`src/rtl/clkskew_pkg.sv`:
```
package clkskew_pkg;

    localparam int TICKS_LO  = 32;
    localparam int TICKS_MID = 16;
    localparam int TICKS_HI  = 8;
    localparam int CW        = $clog2(TICKS_LO);

    typedef enum logic [1:0] {
        MODE_SKEW = 2'd0,
        MODE_DIV2 = 2'd1,
        MODE_DIV4 = 2'd2,
        MODE_INV  = 2'd3
    } bank_mode_e;

    typedef struct packed {
        bank_mode_e        mode;
        logic signed [3:0] skew;
    } bank_cfg_t;

    // three-level digit to its value; the spare encoding counts as mid
    function automatic int lvl_val(input logic [1:0] d);
        if (d == 2'b00) return 0;
        if (d == 2'b10) return 2;
        return 1;
    endfunction

    function automatic logic [CW:0] ticks_of(input logic [1:0] r);
        if (r == 2'b00) return (CW+1)'(TICKS_LO);
        if (r == 2'b10) return (CW+1)'(TICKS_HI);
        return (CW+1)'(TICKS_MID);
    endfunction

    function automatic bank_cfg_t decode_code(input logic [3:0] code,
                                              input logic       divided,
                                              input logic       hh_invert);
        bank_cfg_t c;
        int        idx;
        idx    = 3 * lvl_val(code[3:2]) + lvl_val(code[1:0]);
        c.mode = MODE_SKEW;
        c.skew = 4'(idx - 4);
        if (divided) begin
            c.skew = 4'(2 * (idx - 4));
            if (idx == 0) begin
                c.mode = MODE_DIV2;
                c.skew = 4'sd0;
            end else if (idx == 8) begin
                c.mode = hh_invert ? MODE_INV : MODE_DIV4;
                c.skew = 4'sd0;
            end
        end
        return c;
    endfunction

endpackage

```
`src/rtl/clkskew_period.sv`:
```
module clkskew_period
    import clkskew_pkg::*;
(
    input  logic          clk,
    input  logic          rst,
    input  logic [1:0]    range_in,
    output logic [CW-1:0] cnt,
    output logic [1:0]    pcnt,
    output logic          wrap,
    output logic [CW-1:0] mask,
    output logic [CW:0]   half
);
    logic [1:0] range_act;
    logic [CW:0] mf;

    assign mf   = ticks_of(range_act);
    assign wrap = ({1'b0, cnt} == mf - 1'b1);
    assign mask = mf[CW-1:0] - 1'b1;
    assign half = mf >> 1;

    always_ff @(posedge clk) begin
        if (rst) begin
            cnt       <= '0;
            pcnt      <= '0;
            range_act <= range_in;
        end else if (wrap) begin
            cnt       <= '0;
            pcnt      <= pcnt + 1'b1;
            range_act <= range_in;
        end else begin
            cnt       <= cnt + 1'b1;
        end
    end

    a_r2_cnt_bound: assert property (@(posedge clk) disable iff (rst)
        {1'b0, cnt} < mf);

    a_r9_range_hold: assert property (@(posedge clk) disable iff (rst)
        !wrap |=> $stable(range_act));

    a_r5_period_step: assert property (@(posedge clk) disable iff (rst)
        wrap |=> (pcnt == $past(pcnt) + 2'd1) && (cnt == '0));

    a_r6_period_steady: assert property (@(posedge clk) disable iff (rst)
        !wrap |=> $stable(pcnt));

endmodule

```
`src/rtl/clkskew_bank.sv`:
```
module clkskew_bank
    import clkskew_pkg::*;
#(
    parameter bit DIVIDED   = 1'b0,
    parameter bit HH_INVERT = 1'b0,
    parameter int OUTS      = 2
) (
    input  logic            clk,
    input  logic            rst,
    input  logic            wrap,
    input  logic [3:0]      code_in,
    input  logic [CW-1:0]   cnt,
    input  logic [1:0]      pcnt,
    input  logic [CW-1:0]   mask,
    input  logic [CW:0]     half,
    output logic [OUTS-1:0] q
);
    logic [3:0]    code_act;
    bank_cfg_t     cfg;
    logic [CW-1:0] skew_ext;
    logic [CW-1:0] phase;
    logic          base_hi;
    logic          lvl;

    always_ff @(posedge clk) begin
        if (rst || wrap) code_act <= code_in;
    end

    assign cfg      = decode_code(code_act, DIVIDED, HH_INVERT);
    assign skew_ext = {{(CW-4){cfg.skew[3]}}, cfg.skew};
    assign phase    = (cnt - skew_ext) & mask;
    assign base_hi  = ({1'b0, phase} < half);

    always_comb begin
        case (cfg.mode)
            MODE_DIV2: lvl = ~pcnt[0];
            MODE_DIV4: lvl = ~pcnt[1];
            MODE_INV:  lvl = ~base_hi;
            default:   lvl = base_hi;
        endcase
    end

    assign q = {OUTS{lvl}};

    a_r9_code_hold: assert property (@(posedge clk) disable iff (rst)
        !wrap |=> $stable(code_act));

    a_r3_zero_rise: assert property (@(posedge clk) disable iff (rst)
        (cfg.mode == MODE_SKEW && cfg.skew == 4'sd0 && $rose(q[0])) |-> (cnt == '0));

    a_r5_div_steady: assert property (@(posedge clk) disable iff (rst)
        ((cfg.mode == MODE_DIV2 || cfg.mode == MODE_DIV4) && !wrap) |=> $stable(q[0]));

endmodule

```
`src/rtl/clkskew_top.sv`:
```
module clkskew_top
    import clkskew_pkg::*;
#(
    parameter int OUTS_PER_BANK = 2
) (
    input  logic        clk,
    input  logic        rst,
    input  logic [1:0]  range_sel,
    input  logic [15:0] bank_code,
    output logic [7:0]  clk_out
);
    localparam int NB = 4;

    logic [CW-1:0] cnt;
    logic [1:0]    pcnt;
    logic          wrap;
    logic [CW-1:0] mask;
    logic [CW:0]   half;

    clkskew_period u_period (
        .clk      (clk),
        .rst      (rst),
        .range_in (range_sel),
        .cnt      (cnt),
        .pcnt     (pcnt),
        .wrap     (wrap),
        .mask     (mask),
        .half     (half)
    );

    for (genvar b = 0; b < NB; b++) begin : g_bank
        clkskew_bank #(
            .DIVIDED   (b >= 2),
            .HH_INVERT (b == 3),
            .OUTS      (OUTS_PER_BANK)
        ) u_bank (
            .clk     (clk),
            .rst     (rst),
            .wrap    (wrap),
            .code_in (bank_code[4*b +: 4]),
            .cnt     (cnt),
            .pcnt    (pcnt),
            .mask    (mask),
            .half    (half),
            .q       (clk_out[OUTS_PER_BANK*b +: OUTS_PER_BANK])
        );
    end

endmodule

```
`config.mk`:
```
export PLATFORM = sky130hd
export DESIGN_NAME = clkskew_top
export DESIGN_NICKNAME = d
export VERILOG_FILES = /design/src/rtl/clkskew_pkg.sv /design/src/rtl/clkskew_period.sv /design/src/rtl/clkskew_bank.sv /design/src/rtl/clkskew_top.sv
export SDC_FILE = /design/constraint.sdc
export NUM_CORES = 1
export LEC_CHECK = 0
export ABC_CLOCK_PERIOD_IN_PS = 10850
export CORE_ASPECT_RATIO = 1.4
export CORE_MARGIN = 2
export CORE_UTILIZATION = 38
export DETAILED_ROUTE_END_ITERATION = 8
export GPL_TIMING_DRIVEN = 0
export PLACE_DENSITY_LB_ADDON = 0.08
export SYNTH_ARGS = -nofsm -noshare
export SYNTH_HDL_FRONTEND = slang
export SYNTH_HIERARCHICAL = 1
export SYNTH_SLANG_ARGS = --single-unit
```
`constraint.sdc`:
```
create_clock -name clk -period 10.85 [get_ports clk]
set_clock_uncertainty 0.2 [all_clocks]
set_input_delay 1.6275 -clock clk [delete_from_list [all_inputs] [get_ports clk]]
set_output_delay 1.6275 -clock clk [all_outputs]
set_load 0.01 [all_outputs]
```
==> flow_summary.json, run 1 <==
{
  "numPortBuffers": 27,
  "initialDrtViolationCount": 24,
  "coreArea_um2": 6892,
  "ios": 28,
  "drt_first_pass_iters": 4,
  "synth_edf_count": 18,
  "final_nets": 388,
  "cp-end-kind": "output pin",
  "cts-root-buf": "clkbuf_8",
  "gp_congestion": 0.7847,
  "timing.critical_path.buf_inv": 3,
  "status": "complete, no violations",
  "cts.clk_slew.worst_paths_ps": 100,
  "switchingPower_mw": 0.1024,
  "post_cts_resized": 0,
  "dpl.hpwl_um": 4009,
  "drv_slew": 0,
  "cpMostUsedCell": "ha_1",
  "post_cts_buffers": 0,
  "rsz0062_at_grt": "no",
  "via_per_inst": 4.586,
  "yosysSeqAreaShare_pct": 25.50,
  "p_per_area_nw_per_um2": 102.6,
  "met2WireLength_um": 2420,
  "critPathArrivalTime_ps": 4610,
  "swShare_pct": 31.96,
  "synth_seq_cells": 25,
  "dieHeight_um": 103.2,
  "static-leakage-power_nw": 1.391,
  "drc_errors": 0,
  "critPathMaxStageDelay_ps": 570,
  "synth_cell_type_count": 51,
  "async_reset_ff_share_pct": 0,
  "worst_pin_slew_ps": 670.4,
  "cts_tree": "yes",
  "setup_viol": 0,
  "avgSynthCellArea_um2": 9.498,
  "cts_made_buffers": 3,
  "seq_power_share_pct": 35.7,
  "peakVddDrop_v": 0.00007969,
  "antenna_found_initial": 0,
  "cp_cell_sequence": "or2_2 -> ha_1 -> ha_1 -> inv_1 -> fa_1 -> o21ai_2 -> ha_1 -> a21oi_1 -> and3_1 -> mux2_2 -> ha_1 -> nand4b_1 -> a31oi_1 -> o41ai_1 -> buf_4 -> clkdlybuf4s50_1",
  "fmax_ghz": 0.1554,
  "critPathTopFamily": "adder cells",
  "clockBufferDepth": 2,
  "grt_pass1_vias": 1882,
  "hp-start": "u_period/cnt[0]",
  "grt_max_degree": 16,
  "fp-row-count": 36,
  "path_max_fanout": 3,
  "initial_core_util_pct": 38.73,
  "wl_met1_um": 2326,
  "ys.flop_type": "edfxtp_1",
  "slowest_stage": "o41ai_1",
  "cts-htree-levels": 1,
  "final_antenna_net_count": 0,
  "critPathLaunch": "g_bank[2].u_bank/code_act[2]",
  "die_w_um": 74.83,
  "layout_commonest_cell": "ha_1",
  "fillers": 685,
  "final-hold-violation-count": 0,
  "fp.dieArea_um2": 7719,
  "drive_gt1_share_pct": 12.03,
  "combPwrFrac_pct": 45.9,
  "grt.total_usage_pct": 14.35,
  "maxSlewHeadroom_pct": 55.24,
  "grt_pass1_wl_um": 8383,
  "wire_per_inst_um": 11.77,
  "area_growth_pct": 16.97,
  "finalCritPeriodShare_pct": 59.30,
  "final_cell_mix": "ha_1 (43), inv_1 (39), clkdlybuf4s50_1 (27)",
  "crit_type": "reg2out",
  "startpoint_type": "register",
  "period_needed_ps": 6434,
  "route.met3.wl_um": 58,
  "hold_class": "reg2reg",
  "postSynthCellCount": 281,
  "rr_startpoint": "u_period/cnt[4]",
  "via_count": 1885,
  "wirelength_um": 4837,
  "syn-cell-area_um2": 2669,
  "clkLatencyLatePin_ps": 270,
  "critPathRequiredTime_ps": 9020,
  "final_core_util_pct": 45.30,
  "setup_tns_ps": 0,
  "maxCapViolCount": 0,
  "clock_power_share_pct": 18.3,
  "top_layer": "met4",
  "antenna_cells": 0,
  "power.internal_mw": 0.2179,
  "yosys_warnings": 6,
  "clock_sinks": 25,
  "grt-ovfl-total": 0,
  "holdBufCountCts": 0
}
-- registers in the layout (all words and copies together), names as in the netlist --
signal,count
u_period/cnt,5
u_period/range_act,2
g_bank.u_bank/code_act,16
u_period/pcnt,2
-- kinds of logic after synthesis --
family	after synthesis	synth area share, %
compound gates	37	9.940
xor+xnor	12	5.063
fa+ha+maj	51	26.16
buf+inv	65	11.20
flops	25	25.50
mux	3	1.172
other cells	2	0.2814
simple gates	86	20.68
-- power by group through the flow --
| stage | Clock, mW | Combinational (mW) | Sequential [mW] |
|---|---|---|---|
| floorplan | 0 | 0.107 | 0.114 |
| global placement | 0 | 0.146 | 0.117 |
| detailed placement | 0 | 0.148 | 0.117 |
| CTS | 0.0610 | 0.149 | 0.115 |
| global route | 0.0649 | 0.170 | 0.116 |
| finish | 0.0587 | 0.147 | 0.114 |
-- stage by stage --
| stage | area [um^2] | hold slack, ps | std cells | power, mW | worst slack [ps] |
|---|---|---|---|---|---|
| 2_1_floorplan | 2684 | 320.8 | 285 | 0.2219 | 5558 |
| 3_3_place_gp | 3073 | 425.8 | 407 | 0.2628 | 4746 |
| 3_5_place_dp | 3073 | 437.5 | 407 | 0.2650 | 4684 |
| 4_1_cts | 3122 | 460.1 | 411 | 0.3249 | 4374 |
| 5_1_grt | 3122 | 481.0 | 411 | 0.3505 | 4172 |
| 6_report | 3122 | 443.3 | 411 | 0.3203 | 4416 |
-- cell type report --
cell class | instances | area [um^2] | area share, %
Buffer | 26 | 152.6 | 4.890
Clock buffer | 3 | 41.29 | 1.323
Clock inverter | 1 | 7.507 | 0.2405
Inverter | 39 | 146.4 | 4.689
Multi-Input combinational cell | 195 | 1704 | 54.59
Sequential cell | 25 | 680.7 | 21.80
Tap cell | 95 | 118.9 | 3.808
Timing Repair Buffer | 27 | 270.3 | 8.657
-- cells in the mapped netlist, types with 2 or more instances --
library cell / n / share of area [%]
o21ai_2: 2 / 0.66
xor2_1: 5 / 1.6
mux2i_1: 2 / 0.75
nor2b_1: 16 / 3.8
buf_2: 2 / 0.38
nor3b_1: 4 / 1.1
nand3b_1: 2 / 0.56
nor3_1: 5 / 0.94
clkbuf_1: 10 / 1.4
nand2b_4: 2 / 1.0
or2_2: 8 / 1.9
a21oi_1: 10 / 1.9
and3_1: 3 / 0.70
fa_1: 8 / 6.0
nor2_1: 11 / 1.5
nand2_1: 3 / 0.42
dfxtp_1: 7 / 5.3
a21o_1: 5 / 1.4
and2_1: 6 / 1.4
o21ai_0: 3 / 0.56
o21a_1: 3 / 0.84
conb_1: 2 / 0.28
and3b_1: 3 / 0.98
a21boi_0: 3 / 0.84
nand2b_1: 8 / 1.9
or3_1: 2 / 0.47
ha_1: 43 / 20
buf_4: 14 / 3.9
edfxtp_1: 18 / 20
nand3_1: 4 / 0.75
nand4b_1: 3 / 0.98
inv_1: 39 / 5.5
xnor2_1: 5 / 1.6
xor3_1: 2 / 1.8
o2111ai_1: 2 / 0.66
-- worst paths after layout --
path	cells past startpoint	to	slack, ps
max	16	clk_out[4]	4420
min	1	u_period/cnt[0]	440
max reg2reg	3	g_bank[1].u_bank/code_act[1]	8610
min reg2reg	1	u_period/cnt[0]	440
-- per-layer routing --
| metal | GRT usage (%) | vias up |
|---|---|---|
| met1 | 18.98 | 865 |
| li1 | - | 1006 |
| met2 | 24.76 | 12 |
| met4 | 3.984 | 0 |
| met3 | 1.173 | 2 |
| met5 | 0 | - |
Note: power is estimated with default switching activity, not from simulation.
==> inputs of run 2 (changes only) <==
ABC_CLOCK_PERIOD_IN_PS = 6200   (was 10850)
clock period = 6.2 ns   (was 10.85 ns; I/O delays follow)
==> results of run 2 <==
Same layout as run 1 (identical final DEF). Status: complete, no violations.
Main changes from that run: setup slack after placement 4684 ps -> 731.1 ps; setup slack after layout 4416 ps -> 463.4 ps; register-to-register setup slack 8610 ps -> 3960 ps; total power 0.3203 mW -> 0.5605 mW; worst IR drop on VDD 0.00007969 V -> 0.0001395 V
==> inputs of run 3 (changes only) <==
TNS_END_PERCENT = 30   (was unset)
==> results of run 3 <==
Same layout as run 1 (identical final DEF). Status: complete, no violations.
Main changes from that run: setup slack after placement 4684 ps -> 731.1 ps; setup slack after layout 4416 ps -> 463.4 ps; register-to-register setup slack 8610 ps -> 3960 ps; total power 0.3203 mW -> 0.5605 mW; worst IR drop on VDD 0.00007969 V -> 0.0001395 V
